### src/rtl/dll_start_pkg.sv
package dll_start_pkg;

  typedef enum logic [2:0] {
    S_IDLE  = 3'd0,
    S_INIT  = 3'd1,
    S_CFG   = 3'd2,
    S_ON    = 3'd3,
    S_GO    = 3'd4,
    S_POLL  = 3'd5,
    S_FORCE = 3'd6,
    S_DONE  = 3'd7
  } dll_seq_e;

  localparam int LOOP_ON_BIT   = 1;
  localparam int LOOP_GO_BIT   = 0;
  localparam int SHIFT90_CODE  = 5;
  localparam int SHIFT180_CODE = 6;

  function automatic logic [7:0] make_cfg(input int unsigned refcnt, input logic sel180);
    int unsigned code;
    code = sel180 ? SHIFT180_CODE : SHIFT90_CODE;
    return 8'((refcnt << 4) | code);
  endfunction

endpackage

### src/rtl/dll_gap_timer.sv
module dll_gap_timer #(
  parameter int GAP = 1
) (
  input  logic clk,
  input  logic rst_n,
  input  logic load_i,
  output logic busy_o
);
  localparam int CW = (GAP < 2) ? 1 : $clog2(GAP + 1);

  logic [CW-1:0] cnt_q;

  always_ff @(posedge clk or negedge rst_n) begin
    if (!rst_n)              cnt_q <= '0;
    else if (load_i)         cnt_q <= CW'(GAP);
    else if (cnt_q != '0)    cnt_q <= cnt_q - 1'b1;
  end

  assign busy_o = (cnt_q != '0);

  // a new write is only launched once the previous spacing has run out
  p_load_when_free_r5: assert property (@(posedge clk) disable iff (!rst_n)
    load_i |-> !busy_o);

endmodule

### src/rtl/dll_lock_merge.sv
module dll_lock_merge #(
  parameter int DW        = 32,
  parameter int SW        = 16,
  parameter int RDY_W     = 3,
  parameter int LOCK_LSB  = 6,
  parameter int LOCK_W    = 8,
  parameter int FORCE_LSB = 24
) (
  input  logic [SW-1:0]     stat_i,
  input  logic [DW-1:0]     base_i,
  input  logic [LOCK_W-1:0] lock_i,
  output logic              ready_o,
  output logic [LOCK_W-1:0] lock_o,
  output logic [DW-1:0]     merged_o
);
  localparam logic [SW-1:0] RDY_MASK = SW'((1 << RDY_W) - 1);
  localparam logic [SW-1:0] LV_MASK  = SW'(((1 << LOCK_W) - 1) << LOCK_LSB);

  logic unused_stat;

  assign ready_o     = &stat_i[RDY_W-1:0];
  assign lock_o      = stat_i[LOCK_LSB +: LOCK_W];
  assign merged_o    = base_i | (DW'(lock_i) << FORCE_LSB);
  assign unused_stat = ^(stat_i & ~(RDY_MASK | LV_MASK));

endmodule

### src/rtl/dll_seq_fsm.sv
module dll_seq_fsm
  import dll_start_pkg::*;
#(
  parameter int          DW       = 32,
  parameter int          LOCK_W   = 8,
  parameter logic [31:0] INIT_CTL = 32'h0010_1000,
  parameter int          REFCNT   = 8
) (
  input  logic              clk,
  input  logic              rst_n,
  input  logic              kick_i,
  input  logic              sel180_i,
  input  logic              gap_busy_i,
  input  logic              ready_i,
  input  logic [LOCK_W-1:0] lock_i,
  input  logic [DW-1:0]     merged_i,
  output logic              fire_o,
  output logic [DW-1:0]     shadow_o,
  output logic [LOCK_W-1:0] lock_q_o,
  output logic              ctl_wr_o,
  output logic [DW-1:0]     ctl_data_o,
  output logic              cfg_wr_o,
  output logic [DW-1:0]     cfg_data_o,
  output logic              locked_o
);
  localparam logic [DW-1:0] ON_MASK = DW'(1) << LOOP_ON_BIT;
  localparam logic [DW-1:0] GO_MASK = DW'(1) << LOOP_GO_BIT;

  dll_seq_e        state_q;
  logic [DW-1:0]   shadow_q;
  logic [DW-1:0]   next_ctl;
  logic            write_step;

  always_comb begin
    write_step = (state_q == S_INIT) || (state_q == S_CFG) || (state_q == S_ON) ||
                 (state_q == S_GO)   || (state_q == S_FORCE);
    unique case (state_q)
      S_INIT:  next_ctl = DW'(INIT_CTL);
      S_ON:    next_ctl = shadow_q | ON_MASK;
      S_GO:    next_ctl = shadow_q | GO_MASK;
      S_FORCE: next_ctl = merged_i;
      default: next_ctl = shadow_q;
    endcase
  end

  assign fire_o   = write_step && !gap_busy_i;
  assign shadow_o = shadow_q;

  always_ff @(posedge clk or negedge rst_n) begin
    if (!rst_n) begin
      state_q    <= S_IDLE;
      shadow_q   <= '0;
      lock_q_o   <= '0;
      ctl_wr_o   <= 1'b0;
      ctl_data_o <= '0;
      cfg_wr_o   <= 1'b0;
      cfg_data_o <= '0;
      locked_o   <= 1'b0;
    end else begin
      ctl_wr_o <= 1'b0;
      cfg_wr_o <= 1'b0;
      locked_o <= (state_q == S_DONE);
      unique case (state_q)
        S_IDLE, S_DONE: if (kick_i) state_q <= S_INIT;
        S_CFG: if (fire_o) begin
          cfg_wr_o   <= 1'b1;
          cfg_data_o <= DW'(make_cfg(REFCNT, sel180_i));
          state_q    <= S_ON;
        end
        S_POLL: if (!gap_busy_i && ready_i) begin
          lock_q_o <= lock_i;
          state_q  <= S_FORCE;
        end
        default: if (fire_o) begin
          shadow_q   <= next_ctl;
          ctl_wr_o   <= 1'b1;
          ctl_data_o <= next_ctl;
          state_q    <= (state_q == S_INIT)  ? S_CFG  :
                        (state_q == S_ON)    ? S_GO   :
                        (state_q == S_GO)    ? S_POLL : S_DONE;
        end
      endcase
    end
  end

  // the first write after a kick carries the fixed start value
  p_init_word_r2: assert property (@(posedge clk) disable iff (!rst_n)
    (state_q == S_INIT && !gap_busy_i) |=> (ctl_wr_o && ctl_data_o == DW'(INIT_CTL)));
  // strobes never overlap and never last two cycles
  p_strobe_excl_r5: assert property (@(posedge clk) disable iff (!rst_n)
    $onehot0({ctl_wr_o, cfg_wr_o}));
  p_strobe_space_r5: assert property (@(posedge clk) disable iff (!rst_n)
    (ctl_wr_o || cfg_wr_o) |=> !(ctl_wr_o || cfg_wr_o));
  // polling holds while the ready bits are incomplete
  p_poll_hold_r6: assert property (@(posedge clk) disable iff (!rst_n)
    (state_q == S_POLL && !ready_i) |=> (state_q == S_POLL));
  // locked rises only right after a control write
  p_locked_after_force_r8: assert property (@(posedge clk) disable iff (!rst_n)
    $rose(locked_o) |-> $past(ctl_wr_o));
  // a kick inside a running sequence never restarts it
  p_kick_ignored_r9: assert property (@(posedge clk) disable iff (!rst_n)
    (kick_i && state_q != S_IDLE && state_q != S_DONE) |=> (state_q != S_INIT));

endmodule

### src/rtl/dll_start_ctrl.sv
module dll_start_ctrl #(
  parameter int          DW        = 32,
  parameter int          SW        = 16,
  parameter int          RDY_W     = 3,
  parameter int          LOCK_LSB  = 6,
  parameter int          LOCK_W    = 8,
  parameter int          FORCE_LSB = 24,
  parameter int          GAP       = 1,
  parameter int          REFCNT    = 8,
  parameter logic [31:0] INIT_CTL  = 32'h0010_1000
) (
  input  logic          clk,
  input  logic          rst_n,
  input  logic          kick_i,
  input  logic          shift_sel_i,
  input  logic [SW-1:0] lock_stat_i,
  output logic          ctl_wr_o,
  output logic [DW-1:0] ctl_data_o,
  output logic          cfg_wr_o,
  output logic [DW-1:0] cfg_data_o,
  output logic          locked_o
);
  logic              gap_busy;
  logic              fire;
  logic              ready;
  logic [LOCK_W-1:0] lock_now;
  logic [LOCK_W-1:0] lock_held;
  logic [DW-1:0]     shadow;
  logic [DW-1:0]     merged;

  dll_gap_timer #(.GAP(GAP)) u_gap (
    .clk   (clk),
    .rst_n (rst_n),
    .load_i(fire),
    .busy_o(gap_busy)
  );

  dll_lock_merge #(
    .DW(DW), .SW(SW), .RDY_W(RDY_W), .LOCK_LSB(LOCK_LSB),
    .LOCK_W(LOCK_W), .FORCE_LSB(FORCE_LSB)
  ) u_merge (
    .stat_i  (lock_stat_i),
    .base_i  (shadow),
    .lock_i  (lock_held),
    .ready_o (ready),
    .lock_o  (lock_now),
    .merged_o(merged)
  );

  dll_seq_fsm #(
    .DW(DW), .LOCK_W(LOCK_W), .INIT_CTL(INIT_CTL), .REFCNT(REFCNT)
  ) u_fsm (
    .clk       (clk),
    .rst_n     (rst_n),
    .kick_i    (kick_i),
    .sel180_i  (shift_sel_i),
    .gap_busy_i(gap_busy),
    .ready_i   (ready),
    .lock_i    (lock_now),
    .merged_i  (merged),
    .fire_o    (fire),
    .shadow_o  (shadow),
    .lock_q_o  (lock_held),
    .ctl_wr_o  (ctl_wr_o),
    .ctl_data_o(ctl_data_o),
    .cfg_wr_o  (cfg_wr_o),
    .cfg_data_o(cfg_data_o),
    .locked_o  (locked_o)
  );

  // the write that sets locked carries the held lock value in its top field
  p_force_field_r7: assert property (@(posedge clk) disable iff (!rst_n)
    $rose(locked_o) |-> (ctl_data_o[FORCE_LSB +: LOCK_W] == lock_held));

endmodule

### config.mk
export PLATFORM = sky130hd
export DESIGN_NAME = dll_start_ctrl
export DESIGN_NICKNAME = d
export VERILOG_FILES = /design/src/rtl/dll_start_pkg.sv /design/src/rtl/dll_gap_timer.sv /design/src/rtl/dll_lock_merge.sv /design/src/rtl/dll_seq_fsm.sv /design/src/rtl/dll_start_ctrl.sv
export SDC_FILE = /design/constraint.sdc
export NUM_CORES = 1
export LEC_CHECK = 0
export BUFFER_PORTS_ARGS = -buffer_cell sky130_fd_sc_hd__buf_2
export CORE_AREA = 4 4 64 66
export CTS_CLUSTER_DIAMETER = 80
export DETAILED_ROUTE_END_ITERATION = 8
export DIE_AREA = 0 0 68 70
export HOLD_SLACK_MARGIN = 0.12
export PLACE_DENSITY = 0.81
export SLEW_MARGIN = 20
export SYNTH_ARGS = -nofsm -noshare
export SYNTH_HDL_FRONTEND = slang
export SYNTH_SLANG_ARGS = --single-unit
### constraint.sdc
create_clock -name clk -period 3.8 [get_ports clk]
set_input_delay 0.57 -clock clk [delete_from_list [all_inputs] [get_ports clk]]
set_output_delay 0.57 -clock clk [all_outputs]
set_load 0.03 [all_outputs]
Word level (Yosys, flattened, before mapping)

Cells that the tools add are included.

Input port bits: 20
RAM bits: 0
Logic and storage cells: 61
Register bits: 55
Output and inout bits: 67
Memory bits (read-only): 0
Memories kept: 0
Latch bits: 0

Reduce and logical (&&, ||, !) cells: 21
Bitwise operators: 4
Shift operators: 0
$add $sub $neg: 1
Multiplexer cells: 15
Div/mod/pow operators: 0
$mul: 0
Equality and inequality tests: 10
Magnitude comparators: 0

Operators with widths:

| cell                                           | number |
|---|---|
| case mux 32 bit (4 select lines)               | 1 |
| bitwise OR 32 bit                              | 1 |
| two-way mux 3 bit                              | 6 |
| == test 3 bit (second input constant)          | 4 |
| AND reduction 4 bit                            | 3 |
| case mux 3 bit (3 select lines)                | 1 |
| nonzero test 3 bit                             | 3 |
| == test 3 x 2 -> 1 bit (second input constant) | 2 |
| two-way mux 1 bit                              | 5 |
| AND reduction 5 bit                            | 1 |
| logical OR 1 bit                               | 4 |
| two-way mux 2 bit                              | 2 |
| != test 2 bit (second input constant)          | 2 |
| AND reduction 2 bit                            | 2 |
| OR reduction 4 bit                             | 1 |
| == test 3 x 1 -> 1 bit (second input constant) | 1 |
| zero test 3 bit                                | 1 |
| inverter 1 bit                                 | 3 |
| AND reduction 3 bit                            | 1 |
| logical AND 1 bit                              | 2 |
| != test 2 x 1 -> 1 bit (second input constant) | 1 |
| nonzero test 2 bit                             | 1 |
| OR reduction 2 bit                             | 1 |
| zero test 1 bit                                | 1 |
| subtractor 1 bit (second input constant)       | 1 |

Longest topological paths before layout

Gate-level depths: netlist of run 1.

Depth after elaboration: 8
Mapped depth: 5
Depth with buffers taken out: 3

Hierarchy

A second synthesis of run 1 with hierarchy kept.

Cell total of the unflattened synthesis: 246
Area total of the unflattened synthesis: 2775.2 um^2

Modules (own cells, without submodules):

| module         | instances | area an instance (um^2) | cells each | seq. area each (um^2) |
|---|---|---|---|---|
| dll_seq_fsm    | 1         | 2453.6                  | 204        | 1226.2 |
| dll_lock_merge | 1         | 296.5                   | 41         | 0.0 |
| dll_gap_timer  | 1         | 25.0                    | 1          | 25.0 |

Worst setup path before layout of run 1

No wires, ideal clock.

Kind: input-to-reg
From: in lock_stat_i[2]
To: reg u_fsm.lock_q_o[0]
Setup slack: 2.443 ns
Arrival: 1.232 ns
Stages on the path: 4
Path buffers: 1
Setup time: 0.125 ns
Data required time: 3.675 ns
Path through: nand3_1 > nand2b_1 > buf_6 > mux2_4

Longest elaborated chain between the ends: 3

RTL lines:

| item                                 | RTL line             | RTL |
|---|---|---|
| start, declared                      | dll_start_ctrl.sv:16 | `input logic [SW-1:0] lock_stat_i,` |
| AND reduction 3 bit                  | dll_lock_merge.sv:21 | `assign ready_o = &stat_i[RDY_W-1:0];` |
| logical AND 1 bit                    | dll_seq_fsm.sv:70    | `S_POLL: if (!gap_busy_i && ready_i) begin` |
| AND reduction 2 bit (no source line) | --                   |  |
| end signal, assigned                 | dll_seq_fsm.sv:71    | `lock_q_o <= lock_i;` |
| end, declared                        | dll_seq_fsm.sv:19    | `output logic [LOCK_W-1:0] lock_q_o,` |

No other way between the ends.
A chain may end at the register's enable or synchronous reset.

Final worst setup path of run 1

From: reg u_fsm.state_q[0]
To: reg u_fsm.lock_q_o[3]

Longest elaborated chain between the ends: 2

RTL lines:

| item                                 | RTL line          | RTL |
|---|---|---|
| start, declared                      | dll_seq_fsm.sv:29 | `dll_seq_e state_q;` |
| start signal, assigned               | dll_seq_fsm.sv:78 | `state_q <= (state_q == S_INIT) ? S_CFG :` |
| == test 3 bit                        | dll_seq_fsm.sv:63 | `unique case (state_q)` |
| AND reduction 2 bit (no source line) | --                |  |

No other way between the ends.

==> results of run 1 <==
## metal layers
layer | up-vias | share of wire (%) | global-route usage [%]
met5 | - | 0 | 0
met3 | 7 | 11 | 4.823
met4 | 0 | 2.8 | 7.285
li1 | 478 | - | -
met1 | 460 | 40 | 14.21
met2 | 50 | 46 | 16.60
## worst max-delay path by stage
stage                startpoint           endpoint  slack [ns]  cells after the start
6_report       u_fsm.state_q[0]  u_fsm.lock_q_o[3]        1.87                      3
5_1_grt        u_fsm.state_q[0]  u_fsm.lock_q_o[2]        1.72                      3
3_5_place_dp   u_fsm.state_q[0]  u_fsm.lock_q_o[3]        1.86                      3
4_1_cts        u_fsm.state_q[0]  u_fsm.lock_q_o[3]        1.85                      3
3_3_place_gp   u_fsm.state_q[0]  u_fsm.lock_q_o[3]        1.87                      3
2_1_floorplan    lock_stat_i[2]  u_fsm.lock_q_o[0]        2.44                      4
## flip-flops by register name, indices dropped and copies added, names as in the netlist, named ones only
signal            flops
u_fsm.cfg_data_o      3
u_fsm.cfg_wr_o        1
u_fsm.ctl_data_o     11
u_fsm.ctl_wr_o        1
u_fsm.lock_q_o        8
u_fsm.locked_o        1
u_fsm.state_q         2
u_gap.busy_o          1
## cells in the final DEF (no fill, tap or decap), drive strengths merged
cell / instances
o31ai: 1
nand2: 11
and4bb: 1
a21oi: 11
mux2i: 1
or3: 1
or2: 2
dfrtp: 29
xnor2: 1
o22a: 1
inv: 3
conb: 48
nand3: 1
a31o: 1
buf: 33
o2bb2ai: 1
a31oi: 2
nor3: 2
mux2: 9
a211oi: 1
o311ai: 1
nand2b: 2
and3b: 1
nor2: 2
and3: 1
o21ai: 11
clkbuf: 8
## kinds of logic after synthesis
group           Yosys count  synth area share (%)
compound gates           30                 10.62
xor+xnor                  1                0.5390
buf+inv                  61                 26.87
flops                    29                 44.65
mux                      10                 8.699
other cells               1                0.2307
simple gates             24                 8.392
## critical path: cells and delay by family (launching register included)
kind             cells  cell delay (ns)
DFF                  1             0.80
muxes                1             0.42
and+or+nand+nor      2             0.60
## metrics by stage
| stage | setup slack (ns) | hold WS [ns] | total power [mW] | area [um2] | util, % |
|---|---|---|---|---|---|
| global route | 1.717 | 0.2830 | 1.453 | 1650 | 46.12 |
| CTS | 1.851 | 0.2684 | 1.360 | 1650 | 46.12 |
| global placement | 1.865 | 0.4636 | 1.173 | 1602 | 44.76 |
| floorplan | 2.443 | 0.2744 | 1.111 | 1802 | - |
| detailed placement | 1.864 | 0.4699 | 1.187 | 1602 | 44.76 |
| finish | 1.870 | 0.2537 | 1.342 | 1650 | 46.12 |
## area by class of cell
| type | instances | area share, % |
|---|---|---|
| flip-flops and latches | 29 | 43.97 |
| well taps | 48 | 3.639 |
| multi-input cells | 113 | 38.74 |
| inverters | 3 | 0.6823 |
| repair buffers | 33 | 10.01 |
| clock buffers | 8 | 2.957 |
## power by group through the flow
stage          registers (mW)  logic, mW  clock network, mW
3_3_place_gp            0.575      0.597                  0
4_1_cts                 0.574      0.608              0.177
3_5_place_dp            0.581      0.606                  0
5_1_grt                 0.599      0.659              0.195
6_report                0.573      0.600              0.170
2_1_floorplan           0.645      0.465                  0
==> impl_metrics.tcl, run 1 <==
set metrics [dict create \
    port_buffers 33 \
    drcViolationCount 0 \
    hp-class "primary input to async pin" \
    synth-seq-area-share_pct 44.65 \
    r2r_cells 3 \
    slowest_stage "dfrtp_1" \
    timing.rr.end "u_fsm.lock_q_o[3]" \
    clk_pin_slew_worst_paths_ns 0.08 \
    r2r-start "u_fsm.state_q[0]" \
    cts_root_buf "clkbuf_4" \
    tightestPinTransition_ns 0.7045 \
    power_frac_comb_pct 44.7 \
    grt_overflow 0 \
    start_kind "flop" \
    fillers 381 \
    ff_latch_area_um2 725.7 \
    synth.most_common_cell "buf_4" \
    cts_buffers 5 \
    cp-end-kind "flop" \
    synthFlopType "dfrtp_1" \
    viasPerCell 4.252 \
    yosys-top-cells-area "dfrtp_1 (45%), buf_4 (23%), mux2_4 (7.4%)" \
    clkLatencyLatePin_ns 0.32 \
    slowest_delay_ns 0.80 \
    synth.distinct_cells 33 \
    rows 22 \
    maxSlewViolCount 0 \
    cts_resized 0 \
    gp_congestion 0.7895 \
    n_antenna_cell 0 \
    vias 995 \
    ys_ff_latch 29 \
    grt_pass1_wl_mm 4.084 \
    max-vdd-ir-drop_mv 0.1847 \
    fin_crit_sh_pct 50.79 \
    antenna_found_initial 0 \
    ant_nets 0 \
    hold_violations 0 \
    clkSinkCount 29 \
    crit_type "flop to flop" \
    area_growth_pct 1.539 \
    cts_setup_buffers 0 \
    die_y_um 70 \
    dr.pass1.iters 4 \
    cts_buffer_depth 2 \
    relSlewSlack_pct 53.03 \
    post-route-min-period_ns 1.930 \
    die_w_um 68 \
    wire_per_inst_um 11.15 \
    final_cells 234 \
    initial_core_util_pct 45.42 \
    dpl.hpwl_mm 1.908 \
    fmax_mhz 518.1 \
    drt_iter0_drc 39 \
    drive_gt1_share_pct 26.88 \
    synth_common_cells "buf_4 (50), dfrtp_1 (29), a21oi_1 (11), nand2_1 (11), o21ai_1 (9)" \
    yosys_warnings 0 \
    skew_ns 0.006247 \
    switching_share_pct 45.81 \
    multiInputGateArea_um2 639.4 \
    syn_area_mm2 0.001625 \
    hold_buffers 0 \
    core-area_mm2 0.003578 \
    cp_max_fo 22 \
    required_ns 4.01 \
    netlist.area_leader.share_pct 44.65 \
    avgSynthCellArea_um2 10.42 \
    dieArea_mm2 0.004760 \
    io_pins 87 \
    track_usage_pct 11.65 \
    grt_pass1_vias 826 \
    p_clk_share_pct 12.7 \
    dp_cells 226 \
    drt_wl_total_mm 2.610 \
    synthArstFlopShare_pct 100.0 \
    crit_chain "and4bb_1, nand2b_1, mux2_4" \
    cap_violations 0 \
    p_seq_share_pct 42.7 \
    synth-edff-count 0 \
    final-setup-viol-count 0 \
    h-tree-depth 2 \
    synth_top_cell_by_area "dfrtp_1" \
    status "complete, no violations" \
    cts_tree "done" \
    grt_setup_unrepaired "false" \
    power_density_mw_per_mm2 813.3 \
    r2r_setup_slack_ns 1.87 \
    syn-instance-count 156 \
    p_leak_nw 0.8755 \
    internal_power_mw 0.7274 \
    nets 205 \
    arrival_ns 2.14 \
    grt_start_max_net_pins 30 \
    fin_tns_setup_ns 0 \
    p_sw_mw 0.6148 \
]
No activity file was read; power rests on OpenSTA's default activity.
==> run 2: changes to the inputs <==
Settings changed: ABC_AREA set to 1, CORE_AREA 4 4 64 66 to 4 4 66 68, DIE_AREA 0 0 68 70 to 0 0 70 72, PLACE_DENSITY 0.81 to 0.77.
Clock period 3.8 ns to 2 ns, I/O delays scaled along.
==> impl_metrics.tcl, run 2 <==
set metrics [dict create \
    status "complete, no violations" \
    die_w_um 70 \
    start_kind "flop" \
    p_seq_share_pct 39.7 \
    synth-edff-count 0 \
    cts_setup_buffers 0 \
    yosys_warnings 0 \
    grt_start_max_net_pins 30 \
    top_register "u_fsm.ctl_data_o" \
    cp_max_fo 10 \
    largest_reg_flops 11 \
    die_y_um 72 \
    drive_gt1_share_pct 22.32 \
    n_antenna_cell 0 \
    vias 1089 \
    multiInputGateArea_um2 584.3 \
    required_ns 2.14 \
    mostFrequentLayoutCell "conb_1" \
    fin_crit_sh_pct 76.38 \
    grt_setup_unrepaired "false" \
    use_met3_pct 3.740 \
    placed_area_mm2 0.001642 \
    arrival_ns 1.67 \
    hold_violations 0 \
    met2_usage_pct 17.73 \
    yosys-top-cells-area "dfrtp_1 (44%), buf_4 (23%), nand2_1 (7.7%)" \
    internal_power_mw 1.465 \
    min_path_cells 3 \
    track_usage_pct 10.56 \
    fmax_mhz 654.6 \
    p_clk_share_pct 16.2 \
    p_leak_nw 0.9647 \
    cts_root_buf "clkbuf_8" \
    r2r-start "u_fsm.state_q[0]" \
    synth.distinct_cells 24 \
    min_to "u_fsm.lock_q_o[5]" \
    grt_pass1_wl_mm 4.215 \
    switching_share_pct 46.70 \
    rows 23 \
    max-vdd-ir-drop_mv 0.3696 \
    drcViolationCount 0 \
    antenna_found_initial 0 \
    ff_latch_area_um2 725.7 \
    synthFlopType "dfrtp_1" \
    cts_resized 0 \
    dpl.hpwl_mm 1.994 \
    synth_top_cell_by_area "dfrtp_1" \
    grt_overflow 0 \
    netlist.area_leader.share_pct 43.58 \
    cp-end-kind "flop" \
    r2r_setup_slack_ns 0.47 \
    synthArstFlopShare_pct 100.0 \
    timing.rr.end "u_fsm.ctl_data_o[0]" \
    cts_buffer_depth 2 \
    wire_per_inst_um 9.193 \
    port_buffers 33 \
    cts_buffers 5 \
    dieArea_mm2 0.005040 \
    fillers 402 \
    gp_congestion 0.8156 \
    grt_pass1_vias 974 \
    nets 243 \
    syn_area_mm2 0.001665 \
    synth_common_cells "buf_4 (50), nand2_1 (34), dfrtp_1 (29)" \
    clkLatencyLatePin_ns 0.28 \
    drt_iter0_drc 55 \
    dr.pass1.iters 5 \
    tightestPinTransition_ns 0.6254 \
    synth-seq-area-share_pct 43.58 \
    cap_violations 0 \
    viasPerCell 3.974 \
    relSlewSlack_pct 58.31 \
    postLayoutCellArea_mm2 0.001734 \
    ys_ff_latch 29 \
    final-setup-viol-count 0 \
    layout_common_cells "conb_1 (48), nand2_1 (34), buf_2 (33)" \
    busiest_layer "met2" \
    drt_wl_total_mm 2.519 \
    ant_nets 0 \
    io_pins 87 \
    hp-class "primary input to flop" \
    core-area_mm2 0.003856 \
    clkSinkCount 29 \
    hp-start "lock_stat_i[11]" \
    fin_tns_setup_ns 0 \
    area_growth_pct 4.132 \
    maxSlewViolCount 0 \
    syn-instance-count 190 \
    post-route-min-period_ns 1.528 \
    clk_pin_slew_worst_paths_ns 0.06 \
    power_density_mw_per_mm2 1585 \
    h-tree-depth 2 \
    crit_type "flop to flop" \
    cts_tree "done" \
    reg_top3 "u_fsm.ctl_data_o (11), u_fsm.lock_q_o (8), u_fsm.cfg_data_o (3)" \
    skew_ns 0.004164 \
    power_frac_comb_pct 44.1 \
    r2r_cells 6 \
    use_met1_pct 11.52 \
    initial_core_util_pct 43.19 \
    p_sw_mw 1.284 \
    avgSynthCellArea_um2 8.765 \
    synth.most_common_cell "buf_4" \
]
-- run 2: cell types whose count changed in the layout (fill, tap and decap cells not counted), sizes merged, moves of 4 or more --
cell,before,now
inv,3,27
mux2,9,0
nand2,11,34
nor2,2,6
-- run 2: power by group through the flow --
stage / logic [mW] / clock network [mW] / registers, mW
floorplan: 0.935 / 0 / 1.26
detailed placement: 1.22 / 0 / 1.10
global placement: 1.20 / 0 / 1.10
finish: 1.21 / 0.445 / 1.09
global route: 1.35 / 0.482 / 1.14
CTS: 1.22 / 0.458 / 1.09
-- run 2: layout make-up --
cell class                      count  share of cell area, %
Clock buffer                        6                  4.185
Clock inverter                      2                 0.5772
Inverter                           27                  5.988
Multi-Input combinational cell    126                  33.69
Sequential cell                    29                  41.85
Tap cell                           50                  3.608
Timing Repair Buffer               34                  10.10
-- run 2: worst max path at each step --
stage                     start             endpoint  slack [ns]  cells past startpoint
3_5_place_dp   u_fsm.state_q[0]  u_fsm.ctl_data_o[0]        0.47                      6
3_3_place_gp   u_fsm.state_q[0]  u_fsm.ctl_data_o[0]        0.50                      6
6_report       u_fsm.state_q[0]  u_fsm.ctl_data_o[0]        0.47                      6
5_1_grt        u_fsm.state_q[0]    u_fsm.lock_q_o[2]        0.22                      5
2_1_floorplan              flop  u_fsm.ctl_data_o[0]        0.71                      6
4_1_cts        u_fsm.state_q[0]  u_fsm.ctl_data_o[0]        0.46                      6
-- run 2: logic make-up (layout without fill, tap and decap cells) --
group	Yosys count	in the layout	share of synthesized area, %
buf+inv	82	69	31.93
xor+xnor	1	1	0.5260
simple gates	53	53	16.08
flops	29	29	43.58
compound gates	24	24	7.663
other cells	1	48	0.2252
-- run 2: what timing repair did --
item / in CTS / in global routing
hold endpoints to repair: 29 / 0
hold buffers: 1 / 0
endpoints found under the setup margin: 0 / 0
-- run 2: critical path, cell delays in order, from the launching register on --
cell and delay [ns]:
dfrtp_1 0.59, inv_4 0.06, or2_4 0.25, nor3_4 0.31, inv_2 0.07, nand2_1 0.06, o31ai_1 0.06
-- run 2: layer usage --
layer | vias to the layer above | part of all wire, %
met1 | 485 | 37
met5 | - | 0
met4 | 0 | 2.5
met2 | 52 | 50
li1 | 547 | -
met3 | 5 | 10
-- run 2: metrics by stage --
| stage | instances | power [mW] | setup slack (ns) | util [%] | hold slack (ns) |
|---|---|---|---|---|---|
| 4_1_cts | 274 | 2.774 | 0.4578 | 44.97 | 0.2601 |
| 2_1_floorplan | 237 | 2.193 | 0.7121 | - | 0.004409 |
| 6_report | 274 | 2.749 | 0.4723 | 44.97 | 0.2608 |
| 3_5_place_dp | 265 | 2.323 | 0.4706 | 42.57 | 0.3562 |
| 5_1_grt | 274 | 2.974 | 0.2158 | 44.97 | 0.2711 |
| 3_3_place_gp | 265 | 2.293 | 0.4966 | 42.57 | 0.3530 |
==> run 3: changes to the inputs <==
Clock period 2 ns to 1.6 ns, I/O delays scaled along.
==> impl_metrics.tcl, run 3 (synthesized netlist as in run 2, its figures left out) <==
set metrics [dict create \
    mostFrequentLayoutCell "conb_1" \
    fillers 390 \
    fin_tns_setup_ns 0 \
    start_kind "flop" \
    slowest_delay_ns 0.54 \
    p_leak_nw 0.9787 \
    min_path_cells 3 \
    post-route-min-period_ns 1.393 \
    skew_ns 0.003730 \
    dpl.hpwl_mm 2.031 \
    cap_violations 0 \
    grt_setup_unrepaired "false" \
    ff_latch_area_um2 726.9 \
    nets 246 \
    drcViolationCount 0 \
    multiInputGateArea_um2 584.3 \
    cts_setup_buffers 0 \
    fin_crit_sh_pct 87.06 \
    rows 23 \
    clk_pin_slew_worst_paths_ns 0.06 \
    core-area_mm2 0.003856 \
    cts_buffers 5 \
    grt_overflow 0 \
    cts_root_buf "clkbuf_8" \
    r2r_cells 7 \
    vias 1118 \
    required_ns 1.75 \
    gp_congestion 0.8072 \
    antenna_found_initial 0 \
    n_antenna_cell 0 \
    p_total_mw 3.502 \
    min_to "u_fsm.lock_q_o[5]" \
    r2r-start "u_fsm.state_q[1]" \
    ant_nets 0 \
    maxSlewViolCount 0 \
    port_buffers 33 \
    die_w_um 70 \
    cp-end-kind "flop" \
    grt_start_max_net_pins 30 \
    power_density_mw_per_mm2 1992 \
    dr.pass1.iters 5 \
    drive_gt1_share_pct 23.79 \
    grt_pass1_wl_mm 4.236 \
    hp-start "lock_stat_i[11]" \
    die_y_um 72 \
    area_growth_pct 5.560 \
    io_pins 87 \
    largest_reg_flops 11 \
    layout_common_cells "conb_1 (48), nand2_1 (34), buf_2 (33)" \
    status "complete, no violations" \
    drt_wl_total_mm 2.573 \
    crit_type "flop to flop" \
    track_usage_pct 10.76 \
    hp-class "primary input to flop" \
    final-setup-viol-count 0 \
    cts_tree "done" \
    cp_max_fo 8 \
    drt_iter0_drc 89 \
    crit_chain "inv_2, nand2_1, nand2_1, nand2_1, nand3_1, nand2_1, o21ai_0" \
    wire_per_inst_um 9.289 \
    r2r_setup_slack_ns 0.21 \
    top_register "u_fsm.ctl_data_o" \
    clkLatencyLatePin_ns 0.28 \
    fmax_mhz 717.9 \
    initial_core_util_pct 43.19 \
    grt_pass1_vias 975 \
    h-tree-depth 2 \
    timing.rr.end "u_fsm.state_q[1]" \
    arrival_ns 1.55 \
    reg_top3 "u_fsm.ctl_data_o (11), u_fsm.lock_q_o (8), u_fsm.cfg_data_o (3)" \
    cp_common_cell "nand2_1" \
    viasPerCell 4.036 \
    hold_violations 0 \
    max-vdd-ir-drop_mv 0.5650 \
    dieArea_mm2 0.005040 \
    clkSinkCount 29 \
    cts_buffer_depth 2 \
    relSlewSlack_pct 57.38 \
    slowest_stage "dfrtp_1" \
    tightestPinTransition_ns 0.6393 \
]
-- run 3: worst max-delay path by stage --
stage | start | endpoint | slack, ns | depth (start not counted)
2_1_floorplan | flop | u_fsm.ctl_data_o[0] | 0.31 | 6
3_3_place_gp | flop | u_fsm.lock_q_o[7] | 0.20 | 5
3_5_place_dp | flop | u_fsm.lock_q_o[7] | 0.14 | 4
4_1_cts | flop | u_fsm.lock_q_o[7] | 0.12 | 4
5_1_grt | u_fsm.state_q[0] | u_fsm.lock_q_o[7] | 0.01 | 4
6_report | u_fsm.state_q[1] | u_fsm.state_q[1] | 0.21 | 7
-- run 3: cell type report --
cell class,instances,area share [%]
multi-input combinational,126,33.24
sequential,29,41.35
timing repair buffer,37,11.25
clock inverter,2,0.5694
clock buffer,6,4.128
inverter,27,5.907
tap,50,3.559
-- run 3: per-layer routing --
layer	vias to the layer above	share of wire, %	track usage, %
met4	0	2.6	6.383
li1	560	-	-
met3	7	11	4.294
met1	497	37	11.85
met5	-	0	0
met2	54	49	17.63
-- run 3: worst max-delay path, delay by kind of cell, from the launching register on --
family                 cells  cell delay (ns)
AND/OR/NAND/NOR            5             0.49
flip-flops                 1             0.54
AO/OA/AOI/OAI              1             0.08
buffers and inverters      1             0.14
-- run 3: report_power, final --
group          internal (mW)  switching (mW)
clock                  0.300           0.258
sequential              1.07           0.274
combinational          0.512            1.09
-- run 3: through the flow --
stage	hold WS (ns)	worst slack (ns)	std cells	util, %	cell area (um2)
2_1_floorplan	-0.05559	0.3121	237	-	1842
3_3_place_gp	0.2952	0.1995	268	43.15	1664
3_5_place_dp	0.2934	0.1364	268	43.15	1664
4_1_cts	0.1905	0.1207	277	45.55	1757
5_1_grt	0.2023	0.01234	277	45.59	1758
6_report	0.1977	0.2070	277	45.59	1758
-- run 3: timing repair --
item / CTS / global route
hold endpoints to repair: 29 / 0
hold buffers: 1 / 0
setup endpoints to repair: 0 / 4
gates resized for setup: 0 / 1
